## src/rtl/irq_seq_pkg.sv

```systemverilog
package irq_seq_pkg;

  typedef enum logic [3:0] {
    ST_IDLE,
    ST_WAKE,
    ST_PUSH_PC,
    ST_PUSH_SR,
    ST_SELECT,
    ST_VEC_RD,
    ST_VEC_LOAD,
    ST_POP_SR,
    ST_POP_PC,
    ST_POP_END
  } seq_state_e;

endpackage

```

## src/rtl/irq_flag_bank.sv

```systemverilog
module irq_flag_bank #(
  parameter int N = 16
) (
  input  logic         clk,
  input  logic         rst,
  input  logic [N-1:0] set_i,
  input  logic [N-1:0] hw_clr_i,
  input  logic [N-1:0] sw_clr_i,
  input  logic         sw_clr_en_i,
  output logic [N-1:0] flags_o
);

  logic [N-1:0] flags_q;
  logic [N-1:0] clr_mask;
  logic [N-1:0] keep;

  assign clr_mask = hw_clr_i | (sw_clr_i & {N{sw_clr_en_i}});
  assign keep     = flags_q & ~clr_mask;

  always_ff @(posedge clk) begin
    if (rst) flags_q <= '0;
    else     flags_q <= keep | set_i;
  end

  assign flags_o = flags_q;

  // a flag that nothing clears stays set
  a_r5_flags_hold: assert property (@(posedge clk) disable iff (rst)
    1'b1 |=> ((flags_q & $past(keep)) == $past(keep)));

  // a new request wins over a clear in the same cycle
  a_r8_set_wins: assert property (@(posedge clk) disable iff (rst)
    1'b1 |=> ((flags_q & $past(set_i)) == $past(set_i)));

endmodule

```

## src/rtl/irq_prio_pick.sv

```systemverilog
module irq_prio_pick #(
  parameter int N  = 16,
  parameter int IW = 4
) (
  input  logic [N-1:0]  req_i,
  output logic          valid_o,
  output logic [IW-1:0] idx_o
);

  always_comb begin
    valid_o = 1'b0;
    idx_o   = '0;
    for (int i = 0; i < N; i++) begin
      if (req_i[i]) begin
        valid_o = 1'b1;
        idx_o   = IW'(i);
      end
    end
  end

endmodule

```

## src/rtl/irq_entry_seq.sv

```systemverilog
module irq_entry_seq
  import irq_seq_pkg::*;
#(
  parameter int                DW          = 16,
  parameter int                N_MASK      = 14,
  parameter logic [DW-1:0]     VEC_BASE    = 16'hFFE0,
  parameter int                GIE_BIT     = 3,
  parameter int                LPM_LSB     = 4,
  parameter int                LPM_W       = 4,
  parameter logic [N_MASK-1:0] SHARED_MASK = 14'h0009
) (
  input  logic              clk,
  input  logic              rst,
  input  logic [N_MASK+1:0] irq_set,
  input  logic [N_MASK-1:0] irq_en,
  input  logic [N_MASK+1:0] sw_clr,
  output logic [N_MASK+1:0] flags_out,
  input  logic              instr_done,
  input  logic              ret_req,
  input  logic [DW-1:0]     pc_in,
  input  logic [DW-1:0]     sr_in,
  input  logic [DW-1:0]     sp_in,
  output logic              clk_start,
  output logic              busy,
  output logic [DW-1:0]     mem_addr,
  output logic              mem_we,
  output logic [DW-1:0]     mem_wdata,
  output logic              mem_re,
  input  logic [DW-1:0]     mem_rdata,
  output logic              cpu_load,
  output logic [DW-1:0]     pc_out,
  output logic [DW-1:0]     sr_out,
  output logic [DW-1:0]     sp_out
);

  localparam int N_SRC   = N_MASK + 2;
  localparam int IDX_W   = $clog2(N_SRC);
  localparam int IDX_NMI = N_MASK;
  localparam int IDX_RST = N_MASK + 1;
  localparam logic [DW-1:0] WORD = DW'(2);

  seq_state_e        state;
  logic [DW-1:0]     pc_cap, sr_cap, sp_cap, sr_pop;
  logic [N_MASK-1:0] en_cap, en_now;
  logic              gie_now;
  logic [N_SRC-1:0]  flags, elig, hw_clr, single_src;
  logic              pick_valid;
  logic [IDX_W-1:0]  pick_idx;
  logic [DW-1:0]     vec_addr;
  logic              start_ok, take_ret, take_irq, lpm_on;

  irq_flag_bank #(.N(N_SRC)) u_flags (
    .clk        (clk),
    .rst        (rst),
    .set_i      (irq_set),
    .hw_clr_i   (hw_clr),
    .sw_clr_i   (sw_clr),
    .sw_clr_en_i(state == ST_IDLE),
    .flags_o    (flags)
  );

  assign flags_out = flags;

  // enables seen live while idle, frozen once a sequence starts
  assign gie_now = (state == ST_IDLE) ? sr_in[GIE_BIT] : sr_cap[GIE_BIT];
  assign en_now  = (state == ST_IDLE) ? irq_en : en_cap;

  for (genvar g = 0; g < N_MASK; g++) begin : g_mask_elig
    assign elig[g] = flags[g] & en_now[g] & gie_now;
  end
  assign elig[IDX_NMI] = flags[IDX_NMI];
  assign elig[IDX_RST] = flags[IDX_RST];

  irq_prio_pick #(.N(N_SRC), .IW(IDX_W)) u_pick (
    .req_i  (elig),
    .valid_o(pick_valid),
    .idx_o  (pick_idx)
  );

  assign single_src = {2'b11, ~SHARED_MASK};
  assign hw_clr     = (state == ST_SELECT && pick_valid)
                      ? (single_src & (N_SRC'(1) << pick_idx)) : '0;
  assign vec_addr   = VEC_BASE + DW'({pick_idx, 1'b0});

  assign lpm_on   = |sr_in[LPM_LSB +: LPM_W];
  assign start_ok = (state == ST_IDLE) && !cpu_load;
  assign take_ret = start_ok && ret_req;
  assign take_irq = start_ok && !ret_req && instr_done && pick_valid;
  assign busy     = (state != ST_IDLE);

  always_ff @(posedge clk) begin
    if (rst) begin
      state     <= ST_IDLE;
      mem_we    <= 1'b0;
      mem_re    <= 1'b0;
      mem_addr  <= '0;
      mem_wdata <= '0;
      clk_start <= 1'b0;
      cpu_load  <= 1'b0;
      pc_out    <= '0;
      sr_out    <= '0;
      sp_out    <= '0;
      pc_cap    <= '0;
      sr_cap    <= '0;
      sp_cap    <= '0;
      sr_pop    <= '0;
      en_cap    <= '0;
    end else begin
      cpu_load  <= 1'b0;
      clk_start <= 1'b0;
      case (state)
        ST_IDLE: begin
          if (take_ret) begin
            sp_cap   <= sp_in;
            mem_re   <= 1'b1;
            mem_addr <= sp_in;
            state    <= ST_POP_SR;
          end else if (take_irq) begin
            pc_cap <= pc_in;
            sr_cap <= sr_in;
            sp_cap <= sp_in;
            en_cap <= irq_en;
            if (lpm_on) begin
              clk_start <= 1'b1;
              state     <= ST_WAKE;
            end else begin
              mem_we    <= 1'b1;
              mem_addr  <= sp_in - WORD;
              mem_wdata <= pc_in;
              state     <= ST_PUSH_PC;
            end
          end
        end
        ST_WAKE: begin
          mem_we    <= 1'b1;
          mem_addr  <= sp_cap - WORD;
          mem_wdata <= pc_cap;
          state     <= ST_PUSH_PC;
        end
        ST_PUSH_PC: begin
          mem_addr  <= sp_cap - WORD - WORD;
          mem_wdata <= sr_cap;
          state     <= ST_PUSH_SR;
        end
        ST_PUSH_SR: begin
          mem_we <= 1'b0;
          state  <= ST_SELECT;
        end
        ST_SELECT: begin
          mem_re   <= 1'b1;
          mem_addr <= vec_addr;
          state    <= ST_VEC_RD;
        end
        ST_VEC_RD: begin
          mem_re <= 1'b0;
          state  <= ST_VEC_LOAD;
        end
        ST_VEC_LOAD: begin
          pc_out   <= mem_rdata;
          sr_out   <= '0;
          sp_out   <= sp_cap - WORD - WORD;
          cpu_load <= 1'b1;
          state    <= ST_IDLE;
        end
        ST_POP_SR: begin
          mem_addr <= sp_cap + WORD;
          state    <= ST_POP_PC;
        end
        ST_POP_PC: begin
          mem_re <= 1'b0;
          sr_pop <= mem_rdata;
          state  <= ST_POP_END;
        end
        ST_POP_END: begin
          pc_out   <= mem_rdata;
          sr_out   <= sr_pop;
          sp_out   <= sp_cap + WORD + WORD;
          cpu_load <= 1'b1;
          state    <= ST_IDLE;
        end
        default: state <= ST_IDLE;
      endcase
    end
  end

  // the chosen index is the highest eligible one
  a_r1_pick_top: assert property (@(posedge clk) disable iff (rst)
    pick_valid |-> ((elig >> pick_idx) == N_SRC'(1)));

  // vector fetch stays inside the table and word aligned
  a_r1_vec_window: assert property (@(posedge clk) disable iff (rst)
    (mem_re && state == ST_VEC_RD) |-> (mem_addr >= VEC_BASE && !mem_addr[0]));

  // consecutive stack writes step down by one word
  a_r4_push_step: assert property (@(posedge clk) disable iff (rst)
    (mem_we && $past(mem_we)) |-> (mem_addr == $past(mem_addr) - WORD));

  // the clock restart comes right before the first push
  a_r6_wake_first: assert property (@(posedge clk) disable iff (rst)
    clk_start |=> (mem_we && !clk_start));

  // without a boundary or return, the idle state holds
  a_r9_no_start: assert property (@(posedge clk) disable iff (rst)
    (state == ST_IDLE && !instr_done && !ret_req) |=> (state == ST_IDLE));

  // with global enable off and no unmaskable flag, nothing starts
  a_r2_gie_gate: assert property (@(posedge clk) disable iff (rst)
    (state == ST_IDLE && !ret_req && !sr_in[GIE_BIT]
     && flags[IDX_RST] == 1'b0 && flags[IDX_NMI] == 1'b0) |=> (state == ST_IDLE));

endmodule

```

## config.mk

```make
export PLATFORM = sky130hd
export DESIGN_NAME = irq_entry_seq
export DESIGN_NICKNAME = d
export VERILOG_FILES = /design/src/rtl/irq_seq_pkg.sv /design/src/rtl/irq_flag_bank.sv /design/src/rtl/irq_prio_pick.sv /design/src/rtl/irq_entry_seq.sv
export SDC_FILE = /design/constraint.sdc
export NUM_CORES = 1
export LEC_CHECK = 0
export ABC_CLOCK_PERIOD_IN_PS = 5500
export BUFFER_PORTS_ARGS = -buffer_cell sky130_fd_sc_hd__buf_4
export CAP_MARGIN = 10
export CORE_MARGIN = 2
export CORE_UTILIZATION = 30
export DETAILED_ROUTE_END_ITERATION = 6
export PLACE_DENSITY = 0.49
export SYNTH_ARGS = -nofsm -noshare
export SYNTH_HDL_FRONTEND = slang
export SYNTH_SLANG_ARGS = --single-unit
```

## constraint.sdc

```tcl
create_clock -name clk -period 5.5 [get_ports clk]
set_input_delay 1.375 -clock clk [delete_from_list [all_inputs] [get_ports clk]]
set_output_delay 1.375 -clock clk [all_outputs]
set_load 0.01 [all_outputs]
```

-- Word-level counts from Yosys, hierarchy flattened
Cells that the tools add are included.
- word-level logic and storage cells: 158
- input port bits: 114
- register bits: 182
- bitwise gates (word level): 36
- equality and inequality tests: 15
- reduce and logical (&&, ||, !) cells: 26
- add/subtract/negate cells: 6
- shift operators: 1
- mux-type cells: 58
- operators with widths (kind ; number):
    16-bit 2-to-1 mux ; 9
    16-bit case mux with 5 select lines ; 1
    16-bit case mux with 2 select lines ; 2
    16-bit case mux with 3 select lines ; 1
    16-bit by 2-bit subtractor with 16-bit output, second input constant ; 3
    4-bit 2-to-1 mux ; 10
    16-bit by 2-bit adder with 16-bit output, second input constant ; 2
    16-bit AND ; 2
    16-bit bitwise OR ; 2
    4-bit case mux with 8 select lines ; 1
    1-bit AND ; 28
    1-bit 2-to-1 mux ; 24
    4-bit by 3-bit == test with 1-bit output, second input constant ; 4
    16-bit NOT ; 1
    1-bit by 4-bit << shifter with 16-bit output, first input constant ; 1
    14-bit 2-to-1 mux ; 1
    3-bit 2-to-1 mux ; 4
    3-bit nonzero test ; 3
    4-bit by 2-bit == test with 1-bit output, second input constant ; 2
    4-bit == test, second input constant ; 2
    2-bit != test, second input constant ; 4
    4-bit AND reduction ; 2
    4-bit OR reduction ; 2
    6-bit by 6-bit adder with 7-bit output, first input constant ; 1
    other kinds (14) ; 30

-- Logic depth before layout (Yosys ltp)
Gate-level depths: netlist (run 1).
- word-level depth: 26
- mapped depth: 13

-- By module
From an unflattened synthesis (run 1), not the netlist that was laid out.
- cell total of the unflattened synthesis: 1307
- area, all modules: 9631.7 µm²
- modules (own cells, without submodules) (module ; instances ; area an instance (µm²) ; cells an instance):
    irq_entry_seq ; 1 ; 8812.2 ; 1194
    irq_flag_bank ; 1 ; 658.1 ; 84
    irq_prio_pick ; 1 ; 161.4 ; 29

-- Worst setup path before layout (run 1)
No wires, ideal clock.
- path kind: reg2reg
- from: register sp_cap[1]
- to: register sp_out[15]
- setup slack: 2.049 ns
- stages on the path, launching flop included: 14
- arrival: 3.334 ns
- data required time: 5.383 ns
- path buffers: 4
- cells stage by stage: dfxtp_1 > buf_6 > clkbuf_1 > inv_1 > ha_1 > buf_4 > or3b_1 > clkbuf_1 > nand2_1 > a2111o_1 > a211o_1 > or3_1 > a32o_1 > a22o_1
- cells in the longest elaborated chain, start to end: 3
- ends and longest elaborated chain (what ; line ; text):
    start, declared ; irq_entry_seq.sv:43 ; logic [DW-1:0] pc_cap, sr_cap, sp_cap, sr_pop;
    start signal, assigned ; irq_entry_seq.sv:114 ; sp_cap <= sp_in;
    start signal, assigned ; irq_entry_seq.sv:121 ; sp_cap <= sp_in;
    16-bit by 2-bit adder with 16-bit output / 16-bit by 2-bit subtractor with 16-bit output (equally long branches) (2 in series) ; irq_entry_seq.sv:177, irq_entry_seq.sv:161 ;
    16-bit case mux with 2 select lines * ; irq_entry_seq.sv:111 ; case (state)
    end signal, assigned ; irq_entry_seq.sv:161 ; sp_out <= sp_cap - WORD - WORD;
    end signal, assigned ; irq_entry_seq.sv:177 ; sp_out <= sp_cap + WORD + WORD;
    end, declared ; irq_entry_seq.sv:33 ; output logic [DW-1:0] sp_out
Mark *: on every way between the ends. The rest lies on a longest branch, timed or not.
A chain may end at the register's enable or synchronous reset.

-- Worst setup path in the final report (run 1)
- from: register state[2]
- to: register mem_addr[12]
- cells in the longest elaborated chain, start to end: 23
- ends and longest elaborated chain (what ; line ; text):
    start, declared ; irq_entry_seq.sv:42 ; seq_state_e state;
    start signal, assigned ; irq_entry_seq.sv:93 ; state <= ST_IDLE;
    start signal, assigned ; irq_entry_seq.sv:117 ; state <= ST_POP_SR;
    start signal, assigned ; irq_entry_seq.sv:125 ; state <= ST_WAKE;
    parallel branches: the longest is 23 deep, another holds 14-bit 2-to-1 mux ; n/a ;
    end signal, assigned ; irq_entry_seq.sv:116 ; mem_addr <= sp_in;
    end signal, assigned ; irq_entry_seq.sv:128 ; mem_addr <= sp_in - WORD;
    end signal, assigned ; irq_entry_seq.sv:136 ; mem_addr <= sp_cap - WORD;
    end, declared ; irq_entry_seq.sv:25 ; output logic [DW-1:0] mem_addr,
Several ways; the timed one is not identified.

==> flow_summary.json, run 1 <==
{
  "antenna_found_initial": 0,
  "insertion_delay_ns": 0.43,
  "holdPathStages": 2,
  "synth_top_area_cell": "dfxtp_1",
  "grt_first_pass_wirelength_um": 60500,
  "io-pin-count": 215,
  "critPathMaxFanout": 34,
  "reg2reg_from": "state[2]",
  "first_pass_iters": 5,
  "combPwrFrac": 0.504,
  "port_buffers": 214,
  "syn_avg_cell_area_sq_um": 7.50,
  "vias_per_cell": 5.52,
  "ys_ff_latch": 182,
  "r2r_cells": 10,
  "synth_top_area_share": 0.362,
  "worstMarginPinSlew_ns": 1.18,
  "seqPwrFrac": 0.297,
  "cpMostUsedCell": "buf_4",
  "endpoint_kind": "flip-flop",
  "antennaDiodeCount": 0,
  "hp-start": "sr_pop[3]",
  "postCtsHoldBufs": 0,
  "maxCapViolCount": 0,
  "fp.dieArea_sq_um": 35000,
  "num_rows": 67,
  "numCtsBuffers": 17,
  "grt_max_degree": 55,
  "clk_pin_slew_ns": 0.07,
  "num_vias": 10700,
  "die_h_um": 187,
  "worst_clock_skew_ns": 0.0103,
  "fin_nets": 1601,
  "clock_power_share": 0.199,
  "yosysMostFrequentCell": "nand2_1",
  "routedWlPerCell_um": 20.0,
  "setup_viol_count_final": 0,
  "synth_edf_count": 0,
  "hold_path_end": "sr_pop[3]",
  "crit_chain": "buf_4 -> nor4_4 -> buf_4 -> and3_1 -> o22ai_1 -> o21ai_1 -> a211o_1 -> buf_4 -> nand3_1 -> o32ai_1",
  "crit_buf_inv": 3,
  "syn_to_final_growth_pct": 24.6,
  "drive_above_1_share": 0.195,
  "power_mw": 6.14,
  "fin_hold_ws_ns": 0.455,
  "detail-route-antenna-nets": 0,
  "synth_flop_cell": "dfxtp_1",
  "grt_pass1_vias": 10100,
  "stdcell_area_sq_um": 12500,
  "synth_cells": 1341,
  "outcome": "finished, final reports clean",
  "path_delay_family": "simple AND/OR/NAND/NOR gates",
  "stdcell_count": 1943,
  "cellPowerDensity_nw_per_um2": 490,
  "ir_drop_uv": 233,
  "drc_errors": 0,
  "grt_overflow": 0,
  "p_int_mw": 3.30,
  "synth.distinct_cells": 77,
  "cts_tree": "built",
  "worst-setup-path-type": "flip-flop to flip-flop",
  "fmax_mhz": 248,
  "synthTopCellsByArea": "dfxtp_1, nand2_1, a21oi_1, clkbuf_1, o21ai_0",
  "gp_congestion": 0.917,
  "synth_area_sq_um": 10100,
  "wl_um": 38900,
  "report.final.slew_viol_count": 0,
  "place_hpwl_um": 27900,
  "finish.utilization": 0.377,
  "critical_path.slowest_cell": "nor4_4",
  "ff2ff_setup_slack_ns": 1.48,
  "cpPeakStageDelay_ns": 0.72,
  "startpoint_type": "flip-flop",
  "cts_sinks": 182,
  "p_sw_mw": 2.84,
  "start_util": 0.302,
  "synth_seq_area_share": 0.362,
  "crit_required_ns": 5.83,
  "tns_ns": 0,
  "rsz0062_at_grt": "false",
  "yosys_warnings": 0,
  "core_sq_um": 33300,
  "placed_cells": 1911,
  "crit_arrival_ns": 4.35,
  "netSwitchingFraction": 0.462,
  "synth_fp_nets": 1460,
  "synth_common_cells": "nand2_1, dfxtp_1, a21oi_1",
  "reg2reg_to": "mem_addr[12]",
  "clock_path_buffers": 2,
  "htree_levels": 4,
  "hp-class": "flip-flop to flip-flop",
  "die_width_um": 187,
  "grt_usage": 0.218,
  "drt_iter0_drc": 923,
  "finalCriticalPeriod_ns": 4.02,
  "cts_resized": 0,
  "ys_async_sr_fraction": 0,
  "placed_area_sq_um": 12000,
  "clock-root-buffer": "clkbuf_16",
  "hold_viol_final": 0,
  "setup_ws_ns": 1.48,
  "relSlewSlack": 0.210,
  "pre_cts_ws_ns": 1.42,
  "period_share": 0.732,
  "p_leak_nw": 4.62,
  "cts_setup_buffers": 0
}
==> layout by cell type, fill, tap and decap left out, types with 24 or more instances in the layout <==
master and n:
o21ai_0 68, dfxtp_1 181, buf_4 233, nor3_1 39
xnor2_1 32, nand2_1 244, a22o_1 24, a21oi_1 178
nand3_1 57, nor2_1 58, xor2_1 24, o22ai_1 43
==> cells by family (layout without fill, tap and decap cells) <==
| family | count (synthesis) | after routing | share of synthesized area |
|---|---|---|---|
| AOI/OAI and AO/OA | 460 | 460 | 0.291 |
| DFF | 182 | 182 | 0.362 |
| muxes | 13 | 13 | 0.0134 |
| xor gates and xnor gates | 56 | 56 | 0.0488 |
| and+or+nand+nor | 491 | 491 | 0.225 |
| adders and majority gates | 5 | 5 | 0.00622 |
| buffers and inverters | 134 | 288 | 0.0539 |
==> flip-flops by register name (all words and copies together) (netlist names) <==
| signal | cells |
|---|---|
| mem_addr | 16 |
| mem_wdata | 16 |
| pc_cap | 16 |
| pc_out | 16 |
| sp_cap | 16 |
| sp_out | 16 |
| sr_cap | 16 |
| sr_out | 16 |
| sr_pop | 16 |
| u_flags.flags_o | 16 |
| en_cap | 14 |
| state | 4 |
| clk_start | 1 |
| cpu_load | 1 |
| mem_re | 1 |
| mem_we | 1 |
==> worst max-delay path by stage <==
stage	end	start	depth (start not counted)	slack (ns)
after floorplan	sp_out[15]	sp_cap[1]	13	2.05
after global placement	mem_addr[11]	irq_en[7]	9	1.51
after detailed placement	mem_addr[12]	irq_en[7]	9	1.42
after CTS	mem_addr[12]	state[2]	10	1.49
after global routing	mem_addr[4]	state[2]	10	1.25
final	mem_addr[12]	state[2]	10	1.48
==> tightest hold or removal path, stage by stage (launching register included) <==
cell and delay, ns:
dfxtp_1 0.31, nand2_1 0.05, a21oi_1 0.05
==> final cells by class <==
cell class | instances | area [sq um]
Multi-Input combinational cell | 1025 | 5910
Clock buffer | 19 | 443
Sequential cell | 182 | 3640
Inverter | 22 | 82.6
Fill cell | 3535 | 20700
Clock inverter | 13 | 130
Tap cell | 448 | 561
Timing Repair Buffer | 234 | 1770
==> layer usage <==
metal	track usage	share of wire	wire, um	vias up
met5	0	0	0	-
met4	0.0638	0.020	759	0
met3	0.0439	0.069	2700	43
met2	0.351	0.47	18100	417
met1	0.295	0.44	17300	5102
li1	-	-	-	5166
==> power groups by stage <==
stage	clock network, mW	registers [mW]	logic (mW)
5_1_grt	1.31	1.86	3.38
3_3_place_gp	0	1.85	3.06
3_5_place_dp	0	1.85	3.05
2_1_floorplan	0	1.76	2.06
4_1_cts	1.26	1.82	3.07
6_report	1.22	1.82	3.09
Note: power is estimated with default switching activity, not from simulation.
==> run 2, diff against run 1 <==
--- a/config.mk
+++ b/config.mk
@@ -5,7 +5,7 @@
 export SDC_FILE = /design/constraint.sdc
 export NUM_CORES = 1
 export LEC_CHECK = 0
-export ABC_CLOCK_PERIOD_IN_PS = 5500
+export ABC_CLOCK_PERIOD_IN_PS = 4190
 export BUFFER_PORTS_ARGS = -buffer_cell sky130_fd_sc_hd__buf_4
 export CAP_MARGIN = 10
 export CORE_MARGIN = 2
==> constraint.sdc (replaced) <==
create_clock -name clk -period 4.19 [get_ports clk]
set_input_delay 1.0475 -clock clk [delete_from_list [all_inputs] [get_ports clk]]
set_output_delay 1.0475 -clock clk [all_outputs]
set_load 0.01 [all_outputs]
==> flow_summary.json, run 2 (synthesized netlist as in run 1, its figures left out) <==
{
  "gr-usage-met2": 0.367,
  "clock-root-buffer": "clkbuf_16",
  "reg2reg_from": "sp_cap[1]",
  "report.final.slew_viol_count": 0,
  "worst-setup-path-type": "flip-flop to flip-flop",
  "crit_required_ns": 4.54,
  "vias_per_cell": 5.46,
  "cts_setup_buffers": 0,
  "drive_above_1_share": 0.204,
  "holdPathStages": 2,
  "fp.dieArea_sq_um": 35000,
  "drt_iter0_drc": 838,
  "drc_errors": 0,
  "insertion_delay_ns": 0.45,
  "syn_to_final_growth_pct": 26.8,
  "cts_resized": 0,
  "detail-route-antenna-nets": 0,
  "grt_overflow": 0,
  "grt_first_pass_wirelength_um": 61000,
  "tns_ns": 0,
  "placed_cells": 1928,
  "period_share": 0.889,
  "hp-start": "pc_out[7]",
  "grt_pass1_vias": 10300,
  "io-pin-count": 215,
  "grt_use_met1": 0.292,
  "fmax_mhz": 269,
  "gp_congestion": 0.928,
  "setup_viol_count_final": 0,
  "rsz0062_at_grt": "false",
  "startpoint_type": "flip-flop",
  "fin_hold_ws_ns": 0.454,
  "grt_use_met3": 0.0480,
  "worst_clock_skew_ns": 0.0156,
  "worstMarginPinSlew_ns": 1.21,
  "num_vias": 10700,
  "outcome": "finished, final reports clean",
  "wl_um": 39600,
  "endpoint_kind": "flip-flop",
  "postCtsHoldBufs": 0,
  "p_leak_nw": 4.75,
  "antennaDiodeCount": 0,
  "finalCriticalPeriod_ns": 3.72,
  "port_buffers": 214,
  "placed_area_sq_um": 12100,
  "final_cell_mix": "buf_4, nand2_1, dfxtp_1",
  "antenna_found_initial": 0,
  "clk_pin_slew_ns": 0.08,
  "hp-class": "flip-flop to flip-flop",
  "clock_path_buffers": 2,
  "reg2reg_to": "sp_out[15]",
  "r2r_cells": 9,
  "critPathMaxFanout": 8,
  "stdcell_count": 1960,
  "ff2ff_setup_slack_ns": 0.47,
  "die_width_um": 187,
  "power_mw": 8.30,
  "core_sq_um": 33300,
  "stdcell_area_sq_um": 12800,
  "routedWlPerCell_um": 20.2,
  "die_h_um": 187,
  "final_common_cell": "buf_4",
  "fin_nets": 1618,
  "numCtsBuffers": 17,
  "ir_drop_uv": 363,
  "grt_usage": 0.221,
  "htree_levels": 4,
  "maxCapViolCount": 0,
  "num_rows": 67,
  "hold_path_end": "pc_out[7]",
  "top_usage_layer": "met2",
  "start_util": 0.302,
  "cellPowerDensity_nw_per_um2": 651,
  "grt_max_degree": 116,
  "crit_arrival_ns": 4.07,
  "relSlewSlack": 0.190,
  "place_hpwl_um": 28500,
  "first_pass_iters": 7,
  "cts_sinks": 182,
  "cts_tree": "built",
  "hold_viol_final": 0
}
## run 2: cell types whose count changed in the layout (fill, tap and decap cells not counted), sizes merged
cell | previous run | this run
clkinv | 5 | 3
buf | 234 | 251
bufinv | 0 | 3
clkbuf | 19 | 18
## run 2: layout make-up
cell class | instances | area, sq um
Fill cell | 3534 | 20500
Timing Repair Buffer | 251 | 1910
Clock inverter | 14 | 210
Sequential cell | 182 | 3640
Multi-Input combinational cell | 1025 | 5910
Clock buffer | 18 | 439
Inverter | 22 | 82.6
Tap cell | 448 | 561
## run 2: metrics by stage
stage / setup slack [ns] / util
after floorplan: 0.739 / -
after global placement: 0.528 / 0.364
after detailed placement: 0.548 / 0.364
after CTS: 0.556 / 0.383
after global routing: 0.364 / 0.383
final: 0.467 / 0.383
## run 2: power breakdown
part	leakage (nW)	internal (mW)	total (mW)	switching (mW)
Clock	0.315	0.989	1.78	0.791
Combinational	2.95	1.54	4.16	2.63
Sequential	1.48	2.03	2.36	0.325
## run 2: worst max-delay path: stages, from the launching register on
cell      delay, ns
dfxtp_1        0.31
inv_1          0.23
ha_1           0.40
nor3b_1        0.59
a21boi_0       0.32
a2111o_1       0.51
a211o_1        0.34
or3_1          0.43
a32o_1         0.28
a22o_1         0.22
## run 2: per-layer routing
metal | part of all wire | wire length, um | up-vias
met3 | 0.066 | 2630 | 34
li1 | - | - | 5192
met4 | 0.012 | 483 | 0
met2 | 0.48 | 19000 | 353
met1 | 0.44 | 17500 | 5113
met5 | 0 | 0 | -
## run 2: worst max path at each step
stage / start / endpoint / slack [ns] / cells past startpoint
finish: sp_cap[1] / sp_out[15] / 0.47 / 9
global route: sp_cap[1] / sp_out[15] / 0.36 / 9
CTS: sp_cap[1] / sp_out[15] / 0.56 / 9
detailed placement: sp_cap[1] / sp_out[15] / 0.55 / 9
global placement: sp_cap[1] / sp_out[15] / 0.53 / 9
floorplan: sp_cap[1] / sp_out[15] / 0.74 / 13
==> run 3, diff against run 2 <==
--- a/config.mk
+++ b/config.mk
@@ -5,13 +5,13 @@
 export SDC_FILE = /design/constraint.sdc
 export NUM_CORES = 1
 export LEC_CHECK = 0
-export ABC_CLOCK_PERIOD_IN_PS = 4190
+export ABC_CLOCK_PERIOD_IN_PS = 3080
 export BUFFER_PORTS_ARGS = -buffer_cell sky130_fd_sc_hd__buf_4
 export CAP_MARGIN = 10
 export CORE_MARGIN = 2
 export CORE_UTILIZATION = 30
 export DETAILED_ROUTE_END_ITERATION = 6
-export PLACE_DENSITY = 0.49
+export PLACE_DENSITY = 0.51
 export SYNTH_ARGS = -nofsm -noshare
 export SYNTH_HDL_FRONTEND = slang
 export SYNTH_SLANG_ARGS = --single-unit
==> constraint.sdc (replaced) <==
create_clock -name clk -period 3.08 [get_ports clk]
set_input_delay 0.77 -clock clk [delete_from_list [all_inputs] [get_ports clk]]
set_output_delay 0.77 -clock clk [all_outputs]
set_load 0.01 [all_outputs]
==> flow_summary.json, run 3 (synthesized netlist as in run 1, its figures left out) <==
{
  "port_buffers": 214,
  "fin_hold_ws_ns": 0.455,
  "worst_clock_skew_ns": 0.0152,
  "tns_ns": 0,
  "cts_sinks": 182,
  "clk_pin_slew_ns": 0.07,
  "htree_levels": 4,
  "antenna_found_initial": 0,
  "final_common_cell": "buf_4",
  "reg2reg_from": "sp_cap[1]",
  "setup_viol_count_final": 0,
  "grt_first_pass_wirelength_um": 61800,
  "final_cell_mix": "buf_4, nand2_1, dfxtp_1",
  "outcome": "finished, final reports clean",
  "clock_path_buffers": 2,
  "die_width_um": 187,
  "maxCapViolCount": 0,
  "period_share": 0.975,
  "finish.utilization": 0.396,
  "endpoint_kind": "flip-flop",
  "placed_area_sq_um": 12600,
  "cts_tree": "built",
  "drc_errors": 0,
  "startpoint_type": "flip-flop",
  "worst-setup-path-type": "flip-flop to flip-flop",
  "finalCriticalPeriod_ns": 3.00,
  "crit_required_ns": 3.40,
  "placed_cells": 1979,
  "detail-route-antenna-nets": 0,
  "critical_path.slowest_cell": "or4_4",
  "place_hpwl_um": 29100,
  "cts_setup_buffers": 0,
  "ir_drop_uv": 508,
  "core_sq_um": 33300,
  "grt_usage": 0.224,
  "wl_um": 39700,
  "reg2reg_to": "mem_addr[12]",
  "hold_path_end": "pc_out[15]",
  "vias_per_cell": 5.44,
  "hold_viol_final": 0,
  "cellPowerDensity_nw_per_um2": 891,
  "clock-root-buffer": "clkbuf_16",
  "hp-start": "pc_out[15]",
  "first_pass_iters": 5,
  "rsz0062_at_grt": "false",
  "io-pin-count": 215,
  "report.final.slew_viol_count": 0,
  "num_rows": 67,
  "drive_above_1_share": 0.235,
  "crit_arrival_ns": 3.32,
  "gp_congestion": 0.906,
  "fmax_mhz": 333,
  "grt_max_degree": 110,
  "crit_chain": "buf_4 -> or4_4 -> o32a_1 -> a2111o_1 -> a211o_1 -> xor2_2 -> buf_4 -> a21oi_1 -> o32ai_1",
  "die_h_um": 187,
  "hp-class": "flip-flop to flip-flop",
  "fin_nets": 1669,
  "syn_to_final_growth_pct": 30.9,
  "start_util": 0.302,
  "drt_iter0_drc": 1027,
  "cpMostUsedCell": "buf_4",
  "critPathMaxFanout": 19,
  "worstMarginPinSlew_ns": 0.832,
  "grt_overflow": 0,
  "fill_cells": 3501,
  "stdcell_count": 2011,
  "antennaDiodeCount": 0,
  "numCtsBuffers": 17,
  "fp.dieArea_sq_um": 35000,
  "stdcell_area_sq_um": 13200,
  "insertion_delay_ns": 0.46,
  "routedWlPerCell_um": 19.8,
  "relSlewSlack": 0.444,
  "r2r_cells": 9,
  "holdPathStages": 2,
  "p_leak_nw": 5.00,
  "grt_pass1_vias": 10500,
  "cpPeakStageDelay_ns": 0.66,
  "ff2ff_setup_slack_ns": 0.08,
  "num_vias": 10900
}
run 3: cell count changes in the layout (fill, tap and decap cells not counted), moves of 2 or more:
cell and change:
a2111oi_1 +2, a2111oi_0 -2, a211oi_2 +2, nor3b_2 +2, buf_4 +48, buf_12 +3
clkinv_4 +5, inv_6 -2, a211oi_1 -2, bufinv_16 -2, clkbuf_1 +3, nor3b_1 -2
run 3: layer usage:
metal	vias up	global-route usage	part of all wire
met5	-	0	0
met3	57	0.0478	0.076
met1	5154	0.306	0.45
met2	434	0.351	0.45
li1	5294	-	-
met4	0	0.0772	0.026
run 3: cell type report:
cell class / instances / area (sq um) / share of cell area
Clock buffer: 20 / 437 / 0.0332
Clock inverter: 12 / 141 / 0.0107
Inverter: 22 / 85.1 / 0.00646
Multi-Input combinational cell: 1025 / 5970 / 0.453
Sequential cell: 182 / 3640 / 0.277
Tap cell: 448 / 561 / 0.0426
Timing Repair Buffer: 302 / 2330 / 0.177
run 3: how the worst max path moves through the flow:
stage / start / endpoint / cells after the start
2_1_floorplan: sp_cap[1] / sp_out[12] / 13
5_1_grt: sp_cap[2] / sp_out[15] / 10
6_report: sp_cap[1] / mem_addr[12] / 9
3_3_place_gp: sp_cap[1] / mem_addr[8] / 8
3_5_place_dp: sp_cap[1] / sp_out[15] / 8
4_1_cts: sp_cap[1] / sp_out[15] / 8
run 3: what timing repair did:
action | 4_1_cts | 5_1_grt
setup endpoints to repair | 0 | 7
hold buffers | 0 | 0
resized for setup | 0 | 9
run 3: metrics by stage:
stage	total power, mW	worst slack, ns
4_1_cts	11.7	0.0465
3_5_place_dp	9.40	0.0654
3_3_place_gp	9.41	0.132
2_1_floorplan	6.88	0.00280
5_1_grt	12.5	0.00555
6_report	11.7	0.0782
run 3: worst max-delay path: cells and delay by family (launching register included):
| kind | cells | cell delay, ns |
|---|---|---|
| and+or+nand+nor | 1 | 0.66 |
| xor gates and xnor gates | 1 | 0.18 |
| AOI/OAI and AO/OA | 5 | 1.33 |
| buffers and inverters | 2 | 0.37 |
| DFF | 1 | 0.34 |
run 3: report_power, final:
group | switching (mW) | leakage [nW] | internal [mW]
Sequential | 0.327 | 1.48 | 2.77
Combinational | 3.84 | 3.23 | 2.56
Clock | 1.09 | 0.281 | 1.15
Total | 5.26 | 5.00 | 6.47
